## src/rtl/cond_eval_pkg.sv

```systemverilog
package cond_eval_pkg;

  localparam logic [5:0] OPC_SPECIAL = 6'h00;
  localparam logic [5:0] OPC_REGIMM  = 6'h01;

  // Low three bits of the trap kinds match the trap code ordering.
  typedef enum logic [3:0] {
    CMP_GE_S  = 4'd0,
    CMP_GE_U  = 4'd1,
    CMP_LT_S  = 4'd2,
    CMP_LT_U  = 4'd3,
    CMP_EQ    = 4'd4,
    CMP_NE    = 4'd6,
    CMP_LE_S  = 4'd8,
    CMP_GT_S  = 4'd9,
    CMP_NEVER = 4'd15
  } cmp_kind_t;

  typedef enum logic [1:0] {
    ACT_NONE   = 2'd0,
    ACT_TRAP   = 2'd1,
    ACT_BRANCH = 2'd2
  } act_t;

  typedef enum logic [1:0] {
    SRC_REG  = 2'd0,
    SRC_IMM  = 2'd1,
    SRC_ZERO = 2'd2
  } src_sel_t;

  typedef struct packed {
    act_t      act;
    cmp_kind_t cmp;
    src_sel_t  src;
    logic      likely;
    logic      link;
  } ctl_t;

endpackage

```

## src/rtl/cond_decode.sv

```systemverilog
module cond_decode
  import cond_eval_pkg::*;
(
  input  logic [5:0] op_code,
  input  logic [5:0] func_code,
  input  logic [4:0] regimm_code,
  output ctl_t       ctl
);

  // Trap sub-codes 5 and 7 are holes in the six-condition table.
  function automatic logic trap_code_ok(input logic [2:0] c);
    return (c != 3'd5) && (c != 3'd7);
  endfunction

  logic special_trap;
  logic regimm_trap;
  logic regimm_branch;
  logic primary_branch;

  assign special_trap   = (op_code == OPC_SPECIAL) && (func_code[5:3] == 3'b110)
                          && trap_code_ok(func_code[2:0]);
  assign regimm_trap    = (op_code == OPC_REGIMM) && (regimm_code[4:3] == 2'b01)
                          && trap_code_ok(regimm_code[2:0]);
  assign regimm_branch  = (op_code == OPC_REGIMM) && (regimm_code[3:2] == 2'b00);
  assign primary_branch = (op_code[5] == 1'b0) && (op_code[3:2] == 2'b01);

  always_comb begin
    ctl        = '0;
    ctl.act    = ACT_NONE;
    ctl.cmp    = CMP_NEVER;
    ctl.src    = SRC_REG;
    if (special_trap) begin
      ctl.act = ACT_TRAP;
      ctl.cmp = cmp_kind_t'({1'b0, func_code[2:0]});
      ctl.src = SRC_REG;
    end else if (regimm_trap) begin
      ctl.act = ACT_TRAP;
      ctl.cmp = cmp_kind_t'({1'b0, regimm_code[2:0]});
      ctl.src = SRC_IMM;
    end else if (regimm_branch) begin
      ctl.act    = ACT_BRANCH;
      ctl.cmp    = regimm_code[0] ? CMP_GE_S : CMP_LT_S;
      ctl.src    = SRC_ZERO;
      ctl.likely = regimm_code[1];
      ctl.link   = regimm_code[4];
    end else if (primary_branch) begin
      ctl.act    = ACT_BRANCH;
      ctl.likely = op_code[4];
      unique case (op_code[1:0])
        2'd0:    begin ctl.cmp = CMP_EQ;   ctl.src = SRC_REG;  end
        2'd1:    begin ctl.cmp = CMP_NE;   ctl.src = SRC_REG;  end
        2'd2:    begin ctl.cmp = CMP_LE_S; ctl.src = SRC_ZERO; end
        default: begin ctl.cmp = CMP_GT_S; ctl.src = SRC_ZERO; end
      endcase
    end
  end

endmodule

```

## src/rtl/cond_operand.sv

```systemverilog
module cond_operand
  import cond_eval_pkg::*;
#(
  parameter int DATA_W = 32,
  parameter int IMM_W  = 16
) (
  input  src_sel_t          src,
  input  logic [DATA_W-1:0] rhs_val,
  input  logic [IMM_W-1:0]  imm_val,
  output logic [DATA_W-1:0] opnd_b
);

  localparam int EXT_W = (DATA_W > IMM_W) ? DATA_W - IMM_W : 1;

  logic [DATA_W-1:0] imm_ext;

  generate
    if (DATA_W > IMM_W) begin : g_extend
      assign imm_ext = {{EXT_W{imm_val[IMM_W-1]}}, imm_val};
    end else begin : g_trim
      assign imm_ext = imm_val[DATA_W-1:0];
    end
  endgenerate

  always_comb begin
    unique case (src)
      SRC_IMM:  opnd_b = imm_ext;
      SRC_ZERO: opnd_b = '0;
      default:  opnd_b = rhs_val;
    endcase
  end

endmodule

```

## src/rtl/cond_compare.sv

```systemverilog
module cond_compare
  import cond_eval_pkg::*;
#(
  parameter int DATA_W = 32
) (
  input  cmp_kind_t         kind,
  input  logic [DATA_W-1:0] opnd_a,
  input  logic [DATA_W-1:0] opnd_b,
  output logic              hit
);

  function automatic logic f_less_signed(input logic [DATA_W-1:0] a,
                                         input logic [DATA_W-1:0] b);
    return $signed(a) < $signed(b);
  endfunction

  function automatic logic f_less_unsigned(input logic [DATA_W-1:0] a,
                                           input logic [DATA_W-1:0] b);
    return a < b;
  endfunction

  logic eq_w;
  logic lt_s_w;
  logic lt_u_w;

  assign eq_w   = (opnd_a == opnd_b);
  assign lt_s_w = f_less_signed(opnd_a, opnd_b);
  assign lt_u_w = f_less_unsigned(opnd_a, opnd_b);

  always_comb begin
    unique case (kind)
      CMP_GE_S: hit = ~lt_s_w;
      CMP_GE_U: hit = ~lt_u_w;
      CMP_LT_S: hit = lt_s_w;
      CMP_LT_U: hit = lt_u_w;
      CMP_EQ:   hit = eq_w;
      CMP_NE:   hit = ~eq_w;
      CMP_LE_S: hit = lt_s_w | eq_w;
      CMP_GT_S: hit = ~(lt_s_w | eq_w);
      default:  hit = 1'b0;
    endcase
  end

endmodule

```

## src/rtl/cond_eval.sv

```systemverilog
module cond_eval
  import cond_eval_pkg::*;
#(
  parameter int DATA_W = 32,
  parameter int IMM_W  = 16
) (
  input  logic [5:0]        op_code,
  input  logic [5:0]        func_code,
  input  logic [4:0]        regimm_code,
  input  logic [DATA_W-1:0] lhs_val,
  input  logic [DATA_W-1:0] rhs_val,
  input  logic [IMM_W-1:0]  imm_val,
  output logic              trap_raise,
  output logic              branch_take,
  output logic              link_write,
  output logic              nullify_slot
);

  ctl_t              ctl_w;
  logic [DATA_W-1:0] opnd_b_w;
  logic              cond_hit_w;
  logic              is_trap_w;
  logic              is_branch_w;

  cond_decode u_dec (
    .op_code     (op_code),
    .func_code   (func_code),
    .regimm_code (regimm_code),
    .ctl         (ctl_w)
  );

  cond_operand #(.DATA_W(DATA_W), .IMM_W(IMM_W)) u_opnd (
    .src     (ctl_w.src),
    .rhs_val (rhs_val),
    .imm_val (imm_val),
    .opnd_b  (opnd_b_w)
  );

  cond_compare #(.DATA_W(DATA_W)) u_cmp (
    .kind   (ctl_w.cmp),
    .opnd_a (lhs_val),
    .opnd_b (opnd_b_w),
    .hit    (cond_hit_w)
  );

  assign is_trap_w    = (ctl_w.act == ACT_TRAP);
  assign is_branch_w  = (ctl_w.act == ACT_BRANCH);

  assign trap_raise   = is_trap_w & cond_hit_w;
  assign branch_take  = is_branch_w & cond_hit_w;
  assign link_write   = is_branch_w & ctl_w.link;
  assign nullify_slot = is_branch_w & ctl_w.likely & ~cond_hit_w;

endmodule

```

## config.mk

```make
export PLATFORM = sky130hd
export DESIGN_NAME = cond_eval
export DESIGN_NICKNAME = d
export VERILOG_FILES = /design/src/rtl/cond_eval_pkg.sv /design/src/rtl/cond_decode.sv /design/src/rtl/cond_operand.sv /design/src/rtl/cond_compare.sv /design/src/rtl/cond_eval.sv
export SDC_FILE = /design/constraint.sdc
export NUM_CORES = 1
export LEC_CHECK = 0
export BUFFER_PORTS_ARGS = -buffer_cell sky130_fd_sc_hd__clkbuf_2
export CAP_MARGIN = 10
export CORE_MARGIN = 1
export CORE_UTILIZATION = 46
export DETAILED_ROUTE_END_ITERATION = 8
export PLACE_DENSITY = 0.9
export SYNTH_ARGS = -nofsm -noshare
export SYNTH_HDL_FRONTEND = slang
export SYNTH_HIERARCHICAL = 1
export SYNTH_SLANG_ARGS = --single-unit
```

## constraint.sdc

```tcl
create_clock -name vclk -period 5.3
set_clock_uncertainty 0.2 [all_clocks]
set_input_delay 0 -clock vclk [all_inputs]
set_output_delay 0 -clock vclk [all_outputs]
set_load 0.05 [all_outputs]
```

Yosys cells after proc, flatten, opt, wreduce, memory -nomap -nowiden:

Cells that the tools add are included.
Widths: inputs -> output; s select.

* bits of input ports: 97
* output and inout port bits: 4
* flip-flop bits (word level): 0
* logic and storage cells: 59

* reductions and logical operators: 12
* order comparisons: 2
* multiplexer cells: 11
* bitwise logic cells: 12
* equal/unequal tests: 22

Operators by type and width (count)
* $lt 32x32->1: 2
* $pmux 32 s2: 1
* $eq 32x32->1: 1
* $mux 9: 2
* $pmux 6 s3: 1
* $mux 8: 2
* $ne 3x3->1 const B: 4
* $eq 2x1->1 const B: 5
* $eq 4x2->1 const B: 2
* $eq 4x3->1 const B: 2
* $eq 4x4->1 const B: 2
* $logic_and 1x1->1: 8
* $pmux 1 s8: 1
* $eq 2x2->1 const B: 3
* $eq 6x1->1 const B: 1
* $logic_not 6->1: 1
* $mux 2: 3
* $not 1->1: 6
* $and 1x1->1: 5
* $eq 4x1->1 const B: 1
* $logic_not 2->1: 2
* $logic_not 4->1: 1
* $eq 3x3->1 const B: 1
* $mux 1: 1
* $or 1x1->1: 1

Depth between registers and ports, before layout:

* depth after elaboration: 14
* mapped depth: 22
* gate-level depth less buffers: 18

Modules after synthesis:

The synthesis kept the hierarchy.

Modules (own cells, without submodules)
* cond_compare: cells each 141, area each 983.4 µm², instances 1, sequential area each 0.0 µm²
* cond_operand: cells each 59, area each 366.6 µm², instances 1, sequential area each 0.0 µm²
* cond_decode: cells each 31, area each 240.2 µm², instances 1, sequential area each 0.0 µm²
* cond_eval: cells each 4, area each 42.5 µm², instances 1, sequential area each 0.0 µm²

Worst setup path before layout:

OpenSTA, ideal clock, no wires.

* kind: input to output
* start: input port op_code[3]
* end: output port nullify_slot
* cell stages on the path: 21
* arrival time: 4.072 ns
* slack: 1.028 ns
* path buffers: 3
* required time: 5.100 ns
* cells stage by stage: nor4b_2 and2_4 a21o_2 inv_1 ha_1 buf_4 nor2b_4 buf_6 a22o_2 inv_1 ha_1 a21oi_2 nand2_1 a221oi_2 o22ai_1 or4_1 buf_6 mux2i_4 mux2i_1 a211o_1 and4bb_2

RTL lines
* start: declaration: RTL line cond_eval.sv:7 `input logic [5:0] op_code,`
* end: declaration: RTL line cond_eval.sv:16 `output logic nullify_slot`

==> summary by stage <==
Setup path
The kind of start point of the critical path is a primary input. The worst setup path is of the in2out kind. The endpoint arrival time on the critical path is about 4800 ps. The slowest library cell on the worst path is or4_1. At the worst endpoint, the required time is 5100 ps. The worst setup path is captured at an output port. Tracing the worst setup path back leads to its startpoint at op_code[1]. Of all nets on the critical path, the largest fanout is 15.

The highest cell delay on the worst timing path is 690 ps. The signal on the critical path passes through clkbuf_2, nor4_2, and2_4, a21o_2, inv_1, ha_1, nor2b_4, a22o_2, inv_1, ha_1, a21oi_2, nand2_1, a221oi_2, o22ai_1, or4_1, a311oi_1, a21oi_1, a211o_1, and4bb_2, clkbuf_2.

Power and ir drop
The internal portion of the total power is 74.9 uW. In this run the power spent charging and discharging nets is between 60 and 70 uW. Of the total power, registers draw 0. Of the total power, the share spent switching nets is 0.482. The part of the power in the clock network is 0. For this design the ratio of total power to cell area is between 60 and 70 nW/um^2. IR analysis of the VDD net gives a maximum drop of between 0.03 and 0.04 mV. The relative contribution of combinational cells to total power is 1.000. Summed over all cells, the static leakage comes to approximately 0.0013 uW.

Global route
The layer flagged by global routing as most heavily used is met2. The initial antenna violation count is 0. The fraction of met1 tracks used by global routing is 0.266. The all-layer global routing usage is 0.221. The first global-routing pass estimated approximately 6.6 mm of wire.

For met2 alone, demand over resource in global routing was 0.455. The via count of the first global-routing pass is roughly 1700. The total global routing overflow is 0. For met3 alone, demand over resource in global routing was 0.00630.

The largest net degree at the start of global routing is 18.

Finish
The total area of sequential cells is 0 sq um. The count of fill cells added during filler insertion is ~330. Clock buffers in the final layout number 0.

The fraction of final layout cells with drive strength greater than 1 is 0.409. After the last flow step, the layout net total stands at around 460. The diode insertion count for antenna repair is 0. From synthesis to final layout, the design area changed by 31.6%. The number of flip-flops and latches is 0. The library cells used most frequently in the layout, excluding fill and tap cells, are 101 x clkbuf_2, 48 x nand2_1, 36 x inv_1. The library cell used most frequently in the layout, excluding fill and tap cells, is clkbuf_2.

Drt
The detailed router finished its first iteration with 52 violations. The detail route stage leaves a number of antenna-violating nets equal to 0. Wires add up to 4.20 mm. The length of the first detailed-routing pass in iterations is 4. The detailed-route vias per instance is roughly 5.3. The average wire per cell in the routed design is roughly 11 microns. The detailed router placed ~2000 vias in this run. In the routed design, unresolved DRC markers number 0.

STA
The post-route fraction of the period consumed by the critical path is 0.941. The number of hold-slack violations in the final timing report was 0. The relative slew slack is 0.687.

On the final layout, the worst hold slack is ~460 ps. The number of pins exceeding their max-slew limit in the final report is 0. Counting I/O delays and the setup requirement, the final critical path takes approximately 5000 ps. At the pin with the least slew margin, the transition time is between 400 and 500 ps. The total negative setup slack is 0 ps.

Setup violations remaining at the end of the flow were counted as 0. The maximum clock frequency is ~0.2 GHz. Setup repair after global routing left no endpoint under its margin.

Floorplanning
From bottom edge to top edge, the die measures ~62 microns. The die covers about 3800 sq um. For this design the top-level I/O count stands at 101. The floorplan step set the die width to slightly above 60 microns.

The initial utilization of the core area, before any placement, comes to 0.485. The total area inside the core boundary comes to around 3400 sq um. The floorplan has 21 rows.

Logic synthesis
The number of different library cells used by synthesis comes to 52. The number of synthesis warnings is 6. The area share of the largest cell type after synthesis is 0.253.

The number of cells produced by synthesis is about 240. The xor/xnor cell area share of the yosys netlist is 0.00536. The average instance in the mapped netlist occupies 6.95 sq um.

The post-synthesis instance area is around 1600 sq um. The simple-gate share of the synthesized area is 0.323. Summed over all instances, the cell type with the most area after synthesis is ha_1.

Yosys attributes the largest share of cell area to ha_1 25%, nand2_1 11%, inv_1 8.3%. The share of the synthesized area in compound gates (AO/OA/AOI/OAI) came to 0.278. The number of nets in the synthesized netlist is between 300 and 400. The post-synthesis sequential area ratio is 0.

The portion of synthesized area spent on multiplexers is 0.0199. By area, the combinational part of the netlist is dominated by simple AND/OR/NAND/NOR gates. Of the total synthesized cell area, the portion taken by full adders, half adders and majority gates is 0.253.

Min path
The type of the most critical hold path is in2out. The source of the worst hold timing path is regimm_code[4]. The worst hold path passes through 4 cells. The endpoint of the worst hold path is link_write.

Placement
The HPWL after detailed placement is roughly 3.8 mm. The number of buffers added on ports is between 100 and 150. The final RePlAce weighted congestion is ~0.84.

Clocking
The post-cts gate resize count is 0. The post-CTS setup repair buffer count is 0. The hold buffer count at CTS is 0.

Flow run
The max-capacitance violation count is 0.

Status
The flow ran to the end, and the final reports show no timing, DRC or antenna violations.
-- routing by layer --
metal  up-vias  wire length [microns]
met2        71                   2080
met5         -                      0
met1       887                   1880
met4         0                     12
li1       1024                      -
met3         2                    225
-- cell usage after synthesis, types with 2 or more instances --
cell type / number
a21oi_1: 16
a21oi_2: 2
a221oi_2: 2
a22o_1: 5
a22o_2: 10
a22oi_1: 4
and3b_2: 3
buf_2: 3
buf_6: 3
ha_1: 33
inv_1: 36
nand2_1: 48
nand3_1: 5
nand3b_1: 2
nand4_1: 6
nor2_1: 11
nor2b_1: 2
nor3_1: 5
o21ai_0: 4
o22ai_1: 3
-- stage by stage --
step | utilization | total power (uW) | setup WS [ps] | cells | cell area [sq um]
6_report | 0.639 | 145 | 315 | 376 | 2150
5_1_grt | 0.639 | 165 | 32.9 | 376 | 2150
4_1_cts | 0.639 | 145 | 377 | 376 | 2150
3_5_place_dp | 0.639 | 144 | 385 | 376 | 2150
3_3_place_gp | 0.639 | 139 | 537 | 376 | 2150
2_1_floorplan | - | 90.2 | 1030 | 235 | 1630
-- worst max path at each step --
stage,endpoint,cells past startpoint
final,nullify_slot,20
after detailed placement,nullify_slot,20
after global placement,nullify_slot,20
after floorplan,nullify_slot,21
after global routing,nullify_slot,20
after CTS,nullify_slot,20
-- cell type report --
cell class | count | area [sq um] | share of cell area
tap | 46 | 57.6 | 0.0268
multi-input combinational | 191 | 1440 | 0.668
inverter | 36 | 135 | 0.0629
timing repair buffer | 103 | 520 | 0.242
-- power groups by stage --
stage          clock network (uW)  logic (uW)  registers (uW)
6_report                        0         145               0
5_1_grt                         0         165               0
4_1_cts                         0         145               0
3_5_place_dp                    0         144               0
3_3_place_gp                    0         139               0
2_1_floorplan                   0        90.2               0
-- logic make-up (layout without fill, tap and decap cells) --
kind of cell | Yosys count | in the layout
multiplexers | 2 | 2
XOR/XNOR | 1 | 1
AO/OA/AOI/OAI | 57 | 57
AND/OR/NAND/NOR | 98 | 98
buffers and inverters | 44 | 139
adder cells (fa/ha/maj) | 33 | 33
-- worst max-delay path: cells and delay by family --
| kind | cells | cell delay (ps) |
|---|---|---|
| fa+ha+maj | 2 | 760 |
| compound gates | 8 | 1500 |
| simple gates | 6 | 2010 |
| buf+inv | 4 | 490 |
(Power assumes the default switching activity.)
